==> config.mk <==
export PLATFORM = sky130hd
export DESIGN_NAME = trap_dispatch
export DESIGN_NICKNAME = d
export VERILOG_FILES = /design/src/rtl/trap_pkg.sv /design/src/rtl/trap_decode.sv /design/src/rtl/trap_target.sv /design/src/rtl/trap_dispatch.sv
export SDC_FILE = /design/constraint.sdc
export NUM_CORES = 1
export LEC_CHECK = 0
export ABC_AREA = 1
export BUFFER_PORTS_ARGS = -buffer_cell sky130_fd_sc_hd__buf_2
export CAP_MARGIN = 20
export CORE_UTILIZATION = 46
export CTS_BUF_LIST = sky130_fd_sc_hd__clkbuf_8 sky130_fd_sc_hd__clkbuf_16
export CTS_CLUSTER_SIZE = 12
export DETAILED_ROUTE_END_ITERATION = 8
export PLACE_DENSITY = 0.81
export SLEW_MARGIN = 40
export SYNTH_ARGS = -nofsm -noshare
export SYNTH_HDL_FRONTEND = slang
export SYNTH_SLANG_ARGS = --single-unit
==> constraint.sdc <==
create_clock -name clk -period 1.42 [get_ports clk]
set_input_delay 0.142 -clock clk [delete_from_list [all_inputs] [get_ports clk]]
set_output_delay 0.142 -clock clk [all_outputs]
set_load 0.1 [all_outputs]
==> src/rtl/trap_pkg.sv <==
package trap_pkg;

    // Function field positions the dispatch logic depends on.
    localparam int IDX_W    = 6;
    localparam int PRIV_BIT = 7;
    localparam int SLOT_SH  = 6;

    typedef struct packed {
        logic             legal;
        logic             kernel_only;
        logic [IDX_W-1:0] idx;
    } trap_decode_t;

endpackage

==> src/rtl/trap_decode.sv <==
module trap_decode
    import trap_pkg::*;
#(
    parameter int FUNC_W      = 26,
    parameter int MODE_W      = 2,
    parameter int KERNEL_MODE = 0
) (
    input  logic [FUNC_W-1:0] func_code,
    input  logic [MODE_W-1:0] cur_mode,
    output trap_decode_t      dec,
    output logic              allowed
);
    localparam logic [FUNC_W-1:0] KEEP_MASK =
        (FUNC_W'(1) << PRIV_BIT) | FUNC_W'((1 << IDX_W) - 1);
    localparam logic [MODE_W-1:0] KMODE = MODE_W'(KERNEL_MODE);

    always_comb begin
        dec.legal       = ((func_code & ~KEEP_MASK) == '0);
        dec.kernel_only = ~func_code[PRIV_BIT];
        dec.idx         = func_code[IDX_W-1:0];
        allowed         = dec.legal && (!dec.kernel_only || (cur_mode == KMODE));
    end
endmodule

==> src/rtl/trap_target.sv <==
module trap_target
    import trap_pkg::*;
#(
    parameter int          ADDR_W     = 32,
    parameter logic [31:0] KTAB_OFS   = 32'h2000,
    parameter logic [31:0] UTAB_OFS   = 32'h3000
) (
    input  logic [ADDR_W-1:0] disp_base,
    input  logic              kernel_only,
    input  logic [IDX_W-1:0]  idx,
    output logic [ADDR_W-1:0] target
);
    // Bit 0 marks dispatch mode in the handler address.
    localparam logic [ADDR_W-1:0] K_START = ADDR_W'(KTAB_OFS) | ADDR_W'(1);
    localparam logic [ADDR_W-1:0] U_START = ADDR_W'(UTAB_OFS) | ADDR_W'(1);

    logic [ADDR_W-1:0] slot_ofs;
    logic [ADDR_W-1:0] tab_start;

    always_comb begin
        slot_ofs  = ADDR_W'(idx) << SLOT_SH;
        tab_start = kernel_only ? K_START : U_START;
        target    = disp_base + tab_start + slot_ofs;
    end
endmodule

==> src/rtl/trap_dispatch.sv <==
module trap_dispatch
    import trap_pkg::*;
#(
    parameter int FUNC_W      = 26,
    parameter int MODE_W      = 2,
    parameter int ADDR_W      = 32,
    parameter int KERNEL_MODE = 0
) (
    input  logic              clk,
    input  logic              rst_n,
    input  logic              call_valid,
    input  logic [FUNC_W-1:0] func_code,
    input  logic [MODE_W-1:0] cur_mode,
    input  logic [ADDR_W-1:0] disp_base,
    input  logic [ADDR_W-1:0] next_pc,
    input  logic              speculative,
    input  logic              veto,
    output logic              out_valid,
    output logic              fault,
    output logic              redirect_valid,
    output logic [ADDR_W-1:0] redirect_target,
    output logic              exc_addr_we,
    output logic [ADDR_W-1:0] exc_addr_data,
    output logic              bank_swap
);
    typedef struct packed {
        logic              vld;
        logic              flt;
        logic              redir;
        logic [ADDR_W-1:0] tgt;
        logic              we;
        logic [ADDR_W-1:0] epc;
        logic              swap;
    } result_t;

    trap_decode_t      dec;
    logic              allowed;
    logic [ADDR_W-1:0] tgt_c;
    result_t           res_d, res_q;

    trap_decode #(
        .FUNC_W(FUNC_W), .MODE_W(MODE_W), .KERNEL_MODE(KERNEL_MODE)
    ) u_dec (
        .func_code(func_code), .cur_mode(cur_mode), .dec(dec), .allowed(allowed)
    );

    trap_target #(.ADDR_W(ADDR_W)) u_tgt (
        .disp_base(disp_base), .kernel_only(dec.kernel_only),
        .idx(dec.idx), .target(tgt_c)
    );

    always_comb begin
        res_d = '0;
        if (call_valid) begin
            res_d.vld = 1'b1;
            if (!allowed) begin
                res_d.flt = 1'b1;
            end else if (!veto) begin
                res_d.redir = 1'b1;
                res_d.tgt   = tgt_c;
                if (!speculative) begin
                    res_d.we   = 1'b1;
                    res_d.epc  = next_pc;
                    res_d.swap = 1'b1;
                end
            end
        end
    end

    always_ff @(posedge clk) begin
        if (!rst_n) res_q <= '0;
        else        res_q <= res_d;
    end

    assign out_valid       = res_q.vld;
    assign fault           = res_q.flt;
    assign redirect_valid  = res_q.redir;
    assign redirect_target = res_q.tgt;
    assign exc_addr_we     = res_q.we;
    assign exc_addr_data   = res_q.epc;
    assign bank_swap       = res_q.swap;


    pulse_follows_call_chk: assert property (@(posedge clk) disable iff (!rst_n)
        call_valid |=> out_valid);

    idle_quiet_chk: assert property (@(posedge clk) disable iff (!rst_n)
        !call_valid |=> !out_valid && !fault && !redirect_valid && !exc_addr_we);

    fault_blocks_effects_chk: assert property (@(posedge clk) disable iff (!rst_n)
        fault |-> !redirect_valid && !exc_addr_we && !bank_swap);

    bad_code_faults_chk: assert property (@(posedge clk) disable iff (!rst_n)
        (call_valid && !dec.legal) |=> fault);

    swap_pairs_write_chk: assert property (@(posedge clk) disable iff (!rst_n)
        exc_addr_we |-> bank_swap && redirect_valid);

    spec_no_effects_chk: assert property (@(posedge clk) disable iff (!rst_n)
        (call_valid && speculative) |=> !exc_addr_we && !bank_swap);

    veto_suppress_chk: assert property (@(posedge clk) disable iff (!rst_n)
        (call_valid && veto) |=> !redirect_valid && !bank_swap);

    target_slot_chk: assert property (@(posedge clk) disable iff (!rst_n)
        redirect_valid |-> (((redirect_target - $past(disp_base)) & ADDR_W'(63)) == ADDR_W'(1)));
endmodule

Yosys cells after proc, flatten, opt, wreduce, memory -nomap -nowiden --
Index checks and enable logic that the tools add are counted.
Operators by class: shift-type cells 0, equal/unequal tests 0, reduce and logical (&&, ||, !) cells 8, order comparisons 0, bitwise logic cells 3, add/subtract/negate cells 2, multiplexer cells 6, divide/modulo/power cells 0, $mul 0
Operators with widths (count):
- two-way mux 67 bit | 2
- two-way mux 69 bit | 1
- two-way mux 34 bit | 1
- adder 32 x 12 -> 32 bit | 1
- adder 32 bit | 1
- zero test 26 bit | 1
- two-way mux 13 bit | 1
- OR reduction 5 bit | 1
- OR reduction 4 bit | 1
- inverter 1 bit | 3
- AND reduction 3 bit | 1
- zero test 2 bit | 1
- AND reduction 2 bit | 1
- logical AND 1 bit | 1
- logical OR 1 bit | 1
- two-way mux 1 bit | 1
Word-level totals: register bits after elaboration 69, bits in latches 0, ROM bits 0, output and inout bits 69, logic and storage cells 26, memories kept 0, memory bits (writable) 0

Longest topological paths before layout --
depth in word-level cells 6, mapped depth 12, depth with buffers taken out 12

By module --
A second synthesis with hierarchy kept.
Unflattened totals: cells, all modules 528, area total of the unflattened synthesis 3487.1 µm²
By module, submodules not included:
- trap_dispatch | cells an instance 218, sequential area each 1361.3 µm², area an instance 2005.7 µm², instances 1
- trap_target | cells an instance 281, sequential area each 0.0 µm², area an instance 1333.8 µm², instances 1
- trap_decode | cells an instance 29, sequential area each 0.0 µm², area an instance 147.6 µm², instances 1

Worst setup path after synthesis --
Ideal clock, no wire load.
path type register -> output, start reg res_q (netlist bit exc_addr_we), end out exc_addr_we, path slack -0.078 ns, data arrival time 1.356 ns, cell stages (with the launch flop) 2, path buffers 1, path through dfxtp_1 buf_4
RTL lines:
- start: declaration | RTL line trap_dispatch.sv:39 | result_t res_d, res_q;
- start signal: assignment | RTL line trap_dispatch.sv:72 | else res_q <= res_d;
- end: declaration | RTL line trap_dispatch.sv:22 | output logic exc_addr_we,
No word-level cell between the ends.

Final worst setup path --
start in disp_base[6], end reg res_q (netlist bit redirect_target[19])
Between the ends: word-level cells in the longest chain between the ends 2
RTL lines:
- start: declaration | RTL line trap_dispatch.sv:14 | input logic [ADDR_W-1:0] disp_base,
- adder 32 bit | RTL line trap_target.sv:23 | target = disp_base + tab_start + slot_ofs;
- adder 32 x 12 -> 32 bit | RTL line trap_target.sv:23
No other way between the ends. A chain may end at the register's enable or synchronous reset.

==> flow_summary.json <==
{
  "critPathArrivalTime_ps": 1500,
  "crit_fanout": 4,
  "yosysSeqAreaShare": 0.412,
  "grt_start_max_net_pins": 34,
  "status": "completed",
  "cp_common_cell": "nand2_1",
  "worst_pin_slew_ps": 509,
  "grt-ovfl-total": 0,
  "placementRows": 30,
  "finalWirelength_um": 8530,
  "gp_congestion": 0.907,
  "p_int_uw": 2960,
  "cp_cell_sequence": "buf_2 > ha_1 > nand2_1 > nor2_1 > nand2_1 > nand2_1 > nand2_1 > nand2_1 > nand2_1 > nand2_1 > nand2_1 > inv_1 > nor2_1",
  "multi_input_area_mm2": 0.00154,
  "period_share": 0.890,
  "syn_avg_cell_area_um2": 6.85,
  "num-nets-final": 774,
  "place_inst": 754,
  "setup.worst_path.end_class": "register",
  "synth_cells": 482,
  "relSlewSlack": 0.663,
  "switchingPower_uw": 1110,
  "final_common_cell": "buf_2",
  "start_kind": "input pin",
  "clkPwrFrac": 0.389,
  "criticalPathCategory": "input pin to register",
  "required_ps": 1660,
  "cap_viol_max_count": 0,
  "drtAntennaViolNets": 0,
  "grt_usage": 0.241,
  "wl_per_cell_um": 11.1,
  "synthArstFlopShare": 0,
  "fmaxAchievable_mhz": 792,
  "synth_area_mm2": 0.00330,
  "cts_setup_buffers": 0,
  "die_h_um": 86.7,
  "avgViaCountPerCell": 4.59,
  "port_buffers": 165,
  "clock-sinks": 68,
  "chipWidth_um": 86.7,
  "fin_crit_ps": 1260,
  "slew_viol_final": 0,
  "grt_pass1_vias": 3288,
  "setup_viol": 0,
  "cpMaxStageDelayCell": "ha_1",
  "io_pins": 166,
  "initial_core_util": 0.481,
  "register_area_mm2": 0.00136,
  "switching_share": 0.273,
  "clockBufferDepth": 2,
  "die_area_mm2": 0.00752,
  "yosysWarnings": 0,
  "synth_edf_count": 0,
  "max_stage_delay_ps": 310,
  "drtIter0Drc": 112,
  "core_mm2": 0.00687,
  "drive_above_1_share": 0.357,
  "final_area_mm2": 0.00454,
  "layout_common_cells": "165 x buf_2, 126 x nand2_1, 91 x inv_1",
  "grt_pass1_wl_um": 13900,
  "rsz0062_at_grt": "false",
  "synth_ff_type": "dfxtp_1",
  "clk_pin_slew_worst_paths_ps": 80,
  "syn-num-nets": 587,
  "synth_seq_cells": 68,
  "antenna_found_initial": 0,
  "drtPass1Iterations": 4,
  "cts_buffers": 9,
  "place_hpwl_um": 6870,
  "route.detailed.drc": 0,
  "cts_tree": "yes",
  "dpl_cell_area_mm2": 0.00434,
  "vias": 3528,
  "p_comb_frac": 0.141,
  "p_leak_uw": 0.00269,
  "clockRootBuffer": "clkbuf_8",
  "stdcell_count": 769,
  "synth_cell_types": 27,
  "num_antenna_cells": 0,
  "syn2layout_area_growth_pct": 37.6,
  "hold_class": "input pin to register",
  "power_frac_seq": 0.470,
  "h-tree-depth": 3,
  "power_density_mw_per_mm2": 894,
  "hold_viol": 0,
  "fillers": 599,
  "ir_drop_mv": 0.429
}
-- flip-flops by register name (all words and copies together) (netlist names) --
name	cells
exc_addr_we	1
redirect_valid	1
redirect_target	32
exc_addr_data	32
fault	1
out_valid	1
-- power groups by stage --
stage / clock network, uW / registers (uW) / logic, uW
2_1_floorplan: 0 / 1980 / 280
3_3_place_gp: 0 / 1950 / 554
3_5_place_dp: 0 / 1950 / 563
4_1_cts: 1610 / 1910 / 567
5_1_grt: 1710 / 1910 / 645
6_report: 1580 / 1910 / 574
-- area by class of cell --
cell class,count,share of cell area
clock buffer,9,0.0273
clock inverter,6,0.0143
inverter,91,0.0752
multi-input combinational,315,0.338
sequential,68,0.300
tap,96,0.0264
timing repair buffer,184,0.219
-- layer usage --
metal | part of all wire | GRT usage | up-vias
met3 | 0.092 | 0.0743 | 23
met5 | 0 | 0 | -
met2 | 0.49 | 0.435 | 190
met4 | 0.028 | 0.114 | 0
li1 | - | - | 1804
met1 | 0.39 | 0.255 | 1511
-- what timing repair did --
item	4_1_cts	5_1_grt
hold buffers	0	0
resized for setup	0	4
endpoints found under the setup margin	0	5
-- per-stage QoR --
stage	setup slack (ps)	hold WS [ps]	utilization	power [uW]	TNS [ps]
2_1_floorplan	144	214	-	2260	0
3_3_place_gp	-199	360	0.632	2510	-2740
3_5_place_dp	-235	368	0.632	2520	-4050
4_1_cts	134	1.18	0.660	4090	0
5_1_grt	5.06	1.43	0.662	4260	0
6_report	157	13.7	0.662	4060	0
-- kinds of logic (layout without fill, tap and decap cells) --
group,count (synthesis),count (layout),synth area share
AOI/OAI and AO/OA,24,24,0.0394
DFF,68,68,0.412
and+or+nand+nor,278,278,0.379
xor gates and xnor gates,5,5,0.0133
buffers and inverters,99,290,0.126
adders and majority gates,8,8,0.0303
-- cells in the mapped netlist, types with 3 or more instances --
master | number | share of area
nand2_1 | 126 | 0.14
nand3_1 | 26 | 0.039
dfxtp_1 | 68 | 0.41
nor2_4 | 10 | 0.034
inv_1 | 91 | 0.10
o21ai_0 | 5 | 0.0076
a21oi_1 | 15 | 0.023
nor3_1 | 7 | 0.011
nor2_1 | 76 | 0.086
xnor2_1 | 3 | 0.0080
nand4_1 | 3 | 0.0057
nor2_2 | 22 | 0.042
ha_1 | 8 | 0.030
buf_6 | 3 | 0.010
-- worst paths after layout --
check / cells after the start / to / from / slack, ps
min: 3 / out_valid$_SDFF_PN0_ / call_valid / 10
max: 13 / redirect_target[19]$_SDFF_PP0_ / disp_base[6] / 160
-- worst max-delay path, delay by kind of cell --
family        cells  cell delay (ps)
buf+inv           2              160
simple gates     10              870
fa+ha+maj         1              310
No activity file was read; power rests on OpenSTA's default activity.
